<file path="src/rtl/resume_pkg.sv">
// Shared types and line-state codes for the port resume controller.
// Assumes line_state has already been synchronised into the clk domain.
package resume_pkg;
    typedef enum logic [1:0] {
        ST_IDLE   = 2'd0,
        ST_RESUME = 2'd1,
        ST_EOP    = 2'd2
    } rs_state_t;

    localparam logic [1:0] LINE_SE0 = 2'b00;
    localparam logic [1:0] LINE_J   = 2'b01;
    localparam logic [1:0] LINE_K   = 2'b10;
endpackage

</file>
<file path="src/rtl/line_jk_detect.sv">
// Flags a J-to-K transition of the line state between two consecutive cycles.
// Assumes line_state is already synchronous to clk. The previous-value register
// resets to SE0, so the first cycle after reset never reports a hit.
module line_jk_detect
    import resume_pkg::*;
(
    input  logic       clk,
    input  logic       rst_n,
    input  logic [1:0] line_state,
    output logic       jk_hit
);
    logic [1:0] prev_q;

    // Hold last cycle's line state
    always_ff @(posedge clk) begin
        if (!rst_n) prev_q <= LINE_SE0;
        else        prev_q <= line_state;
    end

    // Hit when the line was J last cycle and is K now
    always_comb jk_hit = (prev_q == LINE_J) && (line_state == LINE_K);


    jk_prev_j_chk: assert property (@(posedge clk) disable iff (!rst_n)
        jk_hit |-> ($past(line_state) == LINE_J));
endmodule

</file>
<file path="src/rtl/resume_timer.sv">
// Counts qualified events while run is high and raises done on the last one.
// Assumes LIMIT >= 1. clear and run are never high together. The count is
// zero whenever a new run begins.
module resume_timer #(
    parameter int LIMIT = 20000
) (
    input  logic clk,
    input  logic rst_n,
    input  logic clear,
    input  logic run,
    input  logic tick,
    output logic done
);
    localparam int CW = $clog2(LIMIT + 1);
    localparam logic [CW-1:0] LAST = CW'(LIMIT - 1);

    logic [CW-1:0] cnt_q;

    // Terminal event: running, qualified, and at the last count
    always_comb done = run && tick && (cnt_q == LAST);

    // Advance on each qualified event, wrap to zero on done or clear
    always_ff @(posedge clk) begin
        if (!rst_n || clear)   cnt_q <= '0;
        else if (run && tick)  cnt_q <= done ? '0 : cnt_q + 1'b1;
    end


    cnt_range_chk: assert property (@(posedge clk) disable iff (!rst_n)
        cnt_q < CW'(LIMIT));
endmodule

</file>
<file path="src/rtl/port_resume_ctrl.sv">
// Force-resume control for one host port. It starts resume on a software write
// of 1 or on a J-to-K line transition while the port is suspended. It drives K
// for RESUME_US microsecond ticks and then SE0 for two low-speed bit times, and
// it clears the bit itself. Assumes us_tick is a single-cycle pulse and that
// LS_BIT_CLKS is one low-speed bit time in clk cycles.
module port_resume_ctrl
    import resume_pkg::*;
#(
    parameter int RESUME_US   = 20000,
    parameter int LS_BIT_CLKS = 84
) (
    input  logic       clk,
    input  logic       rst_n,
    input  logic       port_power,
    input  logic       port_suspended,
    input  logic [1:0] line_state,
    input  logic       us_tick,
    input  logic       wr_en,
    input  logic       wr_resume,
    input  logic       wr_chg_clr,
    output logic       resume_rd,
    output logic       port_change,
    output logic       drive_k,
    output logic       drive_se0
);
    localparam int EOP_CLKS = 2 * LS_BIT_CLKS;

    rs_state_t state_q, state_d;
    logic      jk_hit, hw_go, sw_go;
    logic      res_done, eop_done;
    logic      chg_q;

    line_jk_detect u_jk (
        .clk        (clk),
        .rst_n      (rst_n),
        .line_state (line_state),
        .jk_hit     (jk_hit)
    );

    resume_timer #(.LIMIT(RESUME_US)) u_res_tmr (
        .clk   (clk),
        .rst_n (rst_n),
        .clear (state_q != ST_RESUME),
        .run   (state_q == ST_RESUME),
        .tick  (us_tick),
        .done  (res_done)
    );

    resume_timer #(.LIMIT(EOP_CLKS)) u_eop_tmr (
        .clk   (clk),
        .rst_n (rst_n),
        .clear (state_q != ST_EOP),
        .run   (state_q == ST_EOP),
        .tick  (1'b1),
        .done  (eop_done)
    );

    // Start conditions, accepted only from idle with power on
    always_comb begin
        hw_go = jk_hit && port_suspended && port_power && (state_q == ST_IDLE);
        sw_go = wr_en && wr_resume && port_power && (state_q == ST_IDLE);
    end

    // Next-state selection; loss of power always returns to idle
    always_comb begin
        state_d = state_q;
        if (!port_power) begin
            state_d = ST_IDLE;
        end else begin
            unique case (state_q)
                ST_IDLE:   if (hw_go || sw_go) state_d = ST_RESUME;
                ST_RESUME: if (res_done)       state_d = ST_EOP;
                ST_EOP:    if (eop_done)       state_d = ST_IDLE;
                default:                       state_d = ST_IDLE;
            endcase
        end
    end

    // State register
    always_ff @(posedge clk) begin
        if (!rst_n) state_q <= ST_IDLE;
        else        state_q <= state_d;
    end

    // Port-change flag: hardware set wins over write-1-to-clear; power loss clears
    always_ff @(posedge clk) begin
        if (!rst_n || !port_power)   chg_q <= 1'b0;
        else if (hw_go)              chg_q <= 1'b1;
        else if (wr_en && wr_chg_clr) chg_q <= 1'b0;
    end

    // Outputs, gated by power in the same cycle
    always_comb begin
        resume_rd   = port_power && (state_q == ST_RESUME);
        drive_k     = port_power && (state_q == ST_RESUME);
        drive_se0   = port_power && (state_q == ST_EOP);
        port_change = chg_q;
    end


    excl_drive_chk: assert property (@(posedge clk) disable iff (!rst_n)
        !(drive_k && drive_se0));


    power_idle_chk: assert property (@(posedge clk) disable iff (!rst_n)
        !$past(port_power) |-> (state_q == ST_IDLE));


    change_src_chk: assert property (@(posedge clk) disable iff (!rst_n)
        $rose(port_change) |-> $past(hw_go));


    eop_after_k_chk: assert property (@(posedge clk) disable iff (!rst_n)
        ($past(drive_k) && !drive_k && port_power && $past(port_power)) |-> drive_se0);


    entry_from_idle_chk: assert property (@(posedge clk) disable iff (!rst_n)
        (state_q == ST_RESUME && $past(state_q) != ST_RESUME) |-> ($past(state_q) == ST_IDLE));
endmodule

</file>
<file path="config.mk">
export PLATFORM = sky130hd
export DESIGN_NAME = port_resume_ctrl
export DESIGN_NICKNAME = d
export VERILOG_FILES = /design/src/rtl/resume_pkg.sv /design/src/rtl/line_jk_detect.sv /design/src/rtl/resume_timer.sv /design/src/rtl/port_resume_ctrl.sv
export SDC_FILE = /design/constraint.sdc
export NUM_CORES = 1
export LEC_CHECK = 0
export CAP_MARGIN = 20
export CORE_UTILIZATION = 45
export DETAILED_ROUTE_END_ITERATION = 12
export PLACE_DENSITY_LB_ADDON = 0.15
export SLEW_MARGIN = 20
export SYNTH_ARGS = -nofsm -noshare
export SYNTH_HDL_FRONTEND = slang
export SYNTH_SLANG_ARGS = --single-unit
</file>
<file path="constraint.sdc">
create_clock -name clk -period 1.9 [get_ports clk]
set_input_delay 0.57 -clock clk [delete_from_list [all_inputs] [get_ports clk]]
set_output_delay 0.57 -clock clk [all_outputs]
set_load 0.01 [all_outputs]
</file>
After elaboration in Yosys (flattened, before gate mapping)

Index checks and enable logic that the tools add are counted.

Reductions and logical operators: 23
$add $sub $neg: 2
Equal/unequal tests: 11
Multiplexer cells: 8

Operator list:

| operator                                                        | number |
|---|---|
| 15-bit by 1-bit adder with 15-bit output, second input constant | 1 |
| 15-bit == test, second input constant                           | 1 |
| 15-bit 2-to-1 mux                                               | 1 |
| 1-bit logical AND                                               | 13 |
| 8-bit by 1-bit adder with 8-bit output, second input constant   | 1 |
| 8-bit == test, second input constant                            | 1 |
| 8-bit 2-to-1 mux                                                | 1 |
| 2-bit 2-to-1 mux                                                | 3 |
| 2-bit != test, second input constant                            | 3 |
| 2-bit one-hot mux with 3 select lines                           | 1 |
| 2-bit by 1-bit == test with 1-bit output, second input constant | 2 |
| 2-bit == test, second input constant                            | 2 |
| 1-bit logical OR                                                | 4 |
| 2-bit by 1-bit != test with 1-bit output, second input constant | 2 |
| 3-bit AND reduction                                             | 1 |
| 1-bit logical NOT                                               | 2 |
| 2-bit logical NOT                                               | 1 |
| 1-bit 2-to-1 mux                                                | 2 |
| 2-bit AND reduction                                             | 1 |
| 2-bit nonzero test                                              | 1 |

Word-level logic and storage cells: 49
Register bits after elaboration: 28

Depth between registers and ports, before layout

Depth after elaboration: 8
Gate-level depth with buffers: 6

By module

Synthesis repeated with hierarchy kept, for this count alone.

Cell total of the unflattened synthesis: 153
Area total of the unflattened synthesis: 1,376.3 µm²

By module, submodules not included:

| module                    | area each (µm²) | times used | cells each | seq. area each (µm²) |
|---|---|---|---|---|
| resume_timer at u_res_tmr | 721.9           | 1          | 83         | 300.3 |
| resume_timer at u_eop_tmr | 409.1           | 1          | 45         | 160.2 |
| port_resume_ctrl          | 178.9           | 1          | 20         | 60.1 |
| line_jk_detect            | 66.3            | 1          | 5          | 40.0 |

Worst setup path after synthesis

Ideal clock, no wire load.

Path type: flip-flop to flip-flop
Start point: reg u_res_tmr.cnt_q[5]
End point: reg u_res_tmr.cnt_q[6]
Setup time: 0.115 ns
Stages on the path, launching flop included: 6
Arrival: 1.701 ns
Path buffers: 1
Data required time: 1.785 ns
Path slack: 0.084 ns
Cell sequence: dfxtp_1 or4_1 or4_4 o21bai_4 buf_6 nor2_1

Cells in the longest elaborated chain, start to end: 3
Elaborated cells between the ends (all ways): 4

Ends and longest elaborated chain:

| what                                                                             | RTL line           | text |
|---|---|---|
| start, declared                                                                  | resume_timer.sv:17 | `logic [CW-1:0] cnt_q;` |
| start signal, assigned                                                           | resume_timer.sv:25 | `else if (run && tick) cnt_q <= done ? '0 : cnt_q + 1'b1;` |
| branches (longest 2 deep; another with 15-bit by 1-bit adder with 15-bit output) | --                 |  |
| 15-bit 2-to-1 mux *                                                              | resume_timer.sv:25 |  |

Mark *: on every way between the ends.
A chain may end at the register's enable or synchronous reset.

Final worst setup path

Start point: reg u_res_tmr.cnt_q[5]
End point: reg u_res_tmr.cnt_q[1]

Cells in the longest elaborated chain, start to end: 3

Ends and longest elaborated chain:

| what              | RTL line           | text |
|---|---|---|
| 15-bit == test    | resume_timer.sv:20 | `always_comb done = run && tick && (cnt_q == LAST);` |
| 1-bit logical AND | resume_timer.sv:20 |  |
| 15-bit 2-to-1 mux | resume_timer.sv:25 |  |

Every way passes these cells.

==> impl_results.md <==
- Fin crit period: 1.909 ns
- Most common cell after layout, fill and taps aside: dfxtp_1
- Dpl hpwl: 1848 um
- # rows: 18
- Mapped Area: 1259 sq um
- Leak Pwr: 0.5618 nW
- Max Fanout on Critical Path: 9
- Most frequent cells in the layout: 27 x dfxtp_1, 22 x nor2_1, 20 x buf_4
- Critical path arrival: 2.15 ns
- CP startpoint kind: flop
- Min-delay src: u_eop_tmr.cnt_q[0]
- Root Buffer: clkbuf_4
- Vias in the first global route: 1033
- Synthesized area per cell: 8.927 sq um
- R2r startpoint: u_res_tmr.cnt_q[5]
- Placer Congestion: 0.8094
- Layout cells sized above 1: 18.18%
- Total power draw: 1.029 mW
- Critical Path Slowest Stage Cell: or4_4
- First-pass GRT wire length: 4002 um
- WL final: 2433 um
- F_max: 0.5237 GHz
- Synth Register Bits: 28
- Pwr/cell area: 632.4 nW/um^2
- Yosys top cell by area: dfxtp_1
- RSZ-0062 raised after global routing: true
- Setup WS post-layout: -0.009487 ns
- Die Area: 3012 sq um
- Peak per-stage delay on the critical path: 0.55 ns
- Clk_lat worst skew: 0.34 ns
- Top post-synthesis cells by area: dfxtp_1 45%, xnor2_1 8.3%, nor2_1 6.6%
- Initial DRT Pass Iterations: 4
- Critical path buffers and inverters: 1
- Die Ht: 54.89 um
- Clock Path Buffers: 2
- Nets: 189
- Synth top area share: 44.53%
- Worst EP required: 2.14 ns
- Maxcap violations: 0
- Pin count of the biggest net entering global routing: 17
- Final core utilization: 63.35%
- Worst-path clk slew: 0.15 ns
- Routed Antenna Nets: 0
- ANT cells: 0
- Worst Setup SP: u_res_tmr.cnt_q[5]
- Sink Count: 28
- Total GRT Usage: 18.87%
- I/O Pins: 14
- YS warnings: 0
- Post-synthesis sequential area ratio: 44.53%
- Synthesis-to-layout area growth: 29.22%
- Failing checks: setup timing
- Distinct cells, synth: 34
- DR WL/cell: 11.81 um
- Core box area: 2567 sq um
- Clock buffer count from CTS: 3
- Setup bufs post-CTS: 0
- CTS tree: yes
- Hold Crit Class: reg -> reg
- FILL cells: 230
- Total number of vias: 1072
- Setup Viol. Count Final: 1
- Initial antenna violation count: 0
- 1st-iter DRT viols: 10
- Pins over their slew limit: 0
- CP Cell Sequence: or4_1, or4_4, o21bai_4, buf_12, o32ai_1
- Port bufs: 13
- Relative slew slack: 78.20%
- Initial Utilization: 49.03%
- Placed insts: 202
- Worst-margin pin slew: 0.3241 ns
- Place WS: -0.4659 ns
- Synth Flop Type: dfxtp_1
- Vias per std cell: 5.204
- Number of synthesized flops with an enable pin: 0
- H-tree depth: 1
- Non-Filler Instances: 206
- # DRC: 0
- Asr flop ratio synth: 0%
- Top cell family by delay on the critical path: simple AND/OR/NAND/NOR gates
- Status: finished with violations
- Die W: 54.89 um
- Post-synth net total: 153
- Synthesized instance count: 141
- Setup Skew: 0.003215 ns
- Fin. Hold Viols: 0
- Period utilisation layout: 100.5%
- Hold buffers post-CTS: 0
- Worst IR Drop VDD: 0.0004835 V
- WS Path Type: reg -> reg
- CP endpoint kind: flop
- Overflow after GRT: 0
## worst register-to-register path, cell delays in order, from the launching register on
cell,delay (ns)
dfxtp_1,0.34
or4_1,0.54
or4_4,0.55
o21bai_4,0.16
buf_12,0.14
o32ai_1,0.08
## flip-flops by register name (all words and copies together), names as in the netlist
signal / count
u_jk.prev_q: 2
u_res_tmr.cnt_q: 15
port_change: 1
state_q: 2
u_eop_tmr.cnt_q: 8
## report_power, final
group | switching (mW) | internal [mW] | total [mW]
clock | 0.181 | 0.214 | 0.395
combinational | 0.0144 | 0.0277 | 0.0421
sequential | 0.00199 | 0.589 | 0.591
total | 0.198 | 0.831 | 1.03
## Yosys cell counts, types with 2 or more instances
cell,count
dfxtp_1,28
nor2_1,22
xnor2_1,12
nand2_1,10
inv_1,7
nand3_1,7
nand4_1,7
nor3_1,5
nor4_1,5
xor2_1,5
a21oi_1,4
and2_1,3
and3_1,3
ha_1,2
nand3b_1,2
## stage by stage
step	area [sq um]	hold WS, ns	TNS, ns
after detailed placement	1574	0.4330	-6.295
after CTS	1628	0.4545	-0.02580
after floorplan	1259	0.4130	0
final	1627	0.4535	-0.009487
after global routing	1627	0.4716	-0.1122
after global placement	1574	0.4229	-6.197
## per-layer routing
metal,vias up,track usage (%),wire length (um)
met5,-,0,0
met4,0,9.829,42
met3,5,3.611,75
met2,12,34.74,1169
met1,495,19.90,1145
li1,560,-,-
## timing repair
action                     4_1_cts  5_1_grt
gates resized for setup          9        3
setup endpoints to repair        4        8
pin swaps                        1        0
## area by class of cell
cell class	count	area, sq um	share of cell area (%)
multi-input combinational	103	649.4	39.92
sequential	28	564.3	34.69
timing repair buffer	34	296.5	18.23
tap	30	37.54	2.308
clock inverter	1	30.03	1.846
inverter	7	26.28	1.615
clock buffer	3	22.52	1.385
## cells by family (layout without fill, tap and decap cells)
family / count (synthesis) / after routing / share of synthesized area [%]
xor+xnor: 17 / 17 / 11.83
flops: 28 / 28 / 44.53
simple gates: 72 / 72 / 30.02
buf+inv: 10 / 45 / 3.877
compound gates: 11 / 11 / 6.960
mux: 1 / 1 / 0.7953
fa+ha+maj: 2 / 2 / 1.988
## path summary, 6_finish.rpt
check	to	cells after the start	slack [ns]
max	u_res_tmr.cnt_q[1]	5	-0.009
min	u_eop_tmr.cnt_q[0]	1	0.45
max reg2reg	u_res_tmr.cnt_q[1]	5	-0.009
min reg2reg	u_eop_tmr.cnt_q[0]	1	0.45
Note: power is estimated with default switching activity, not from simulation.
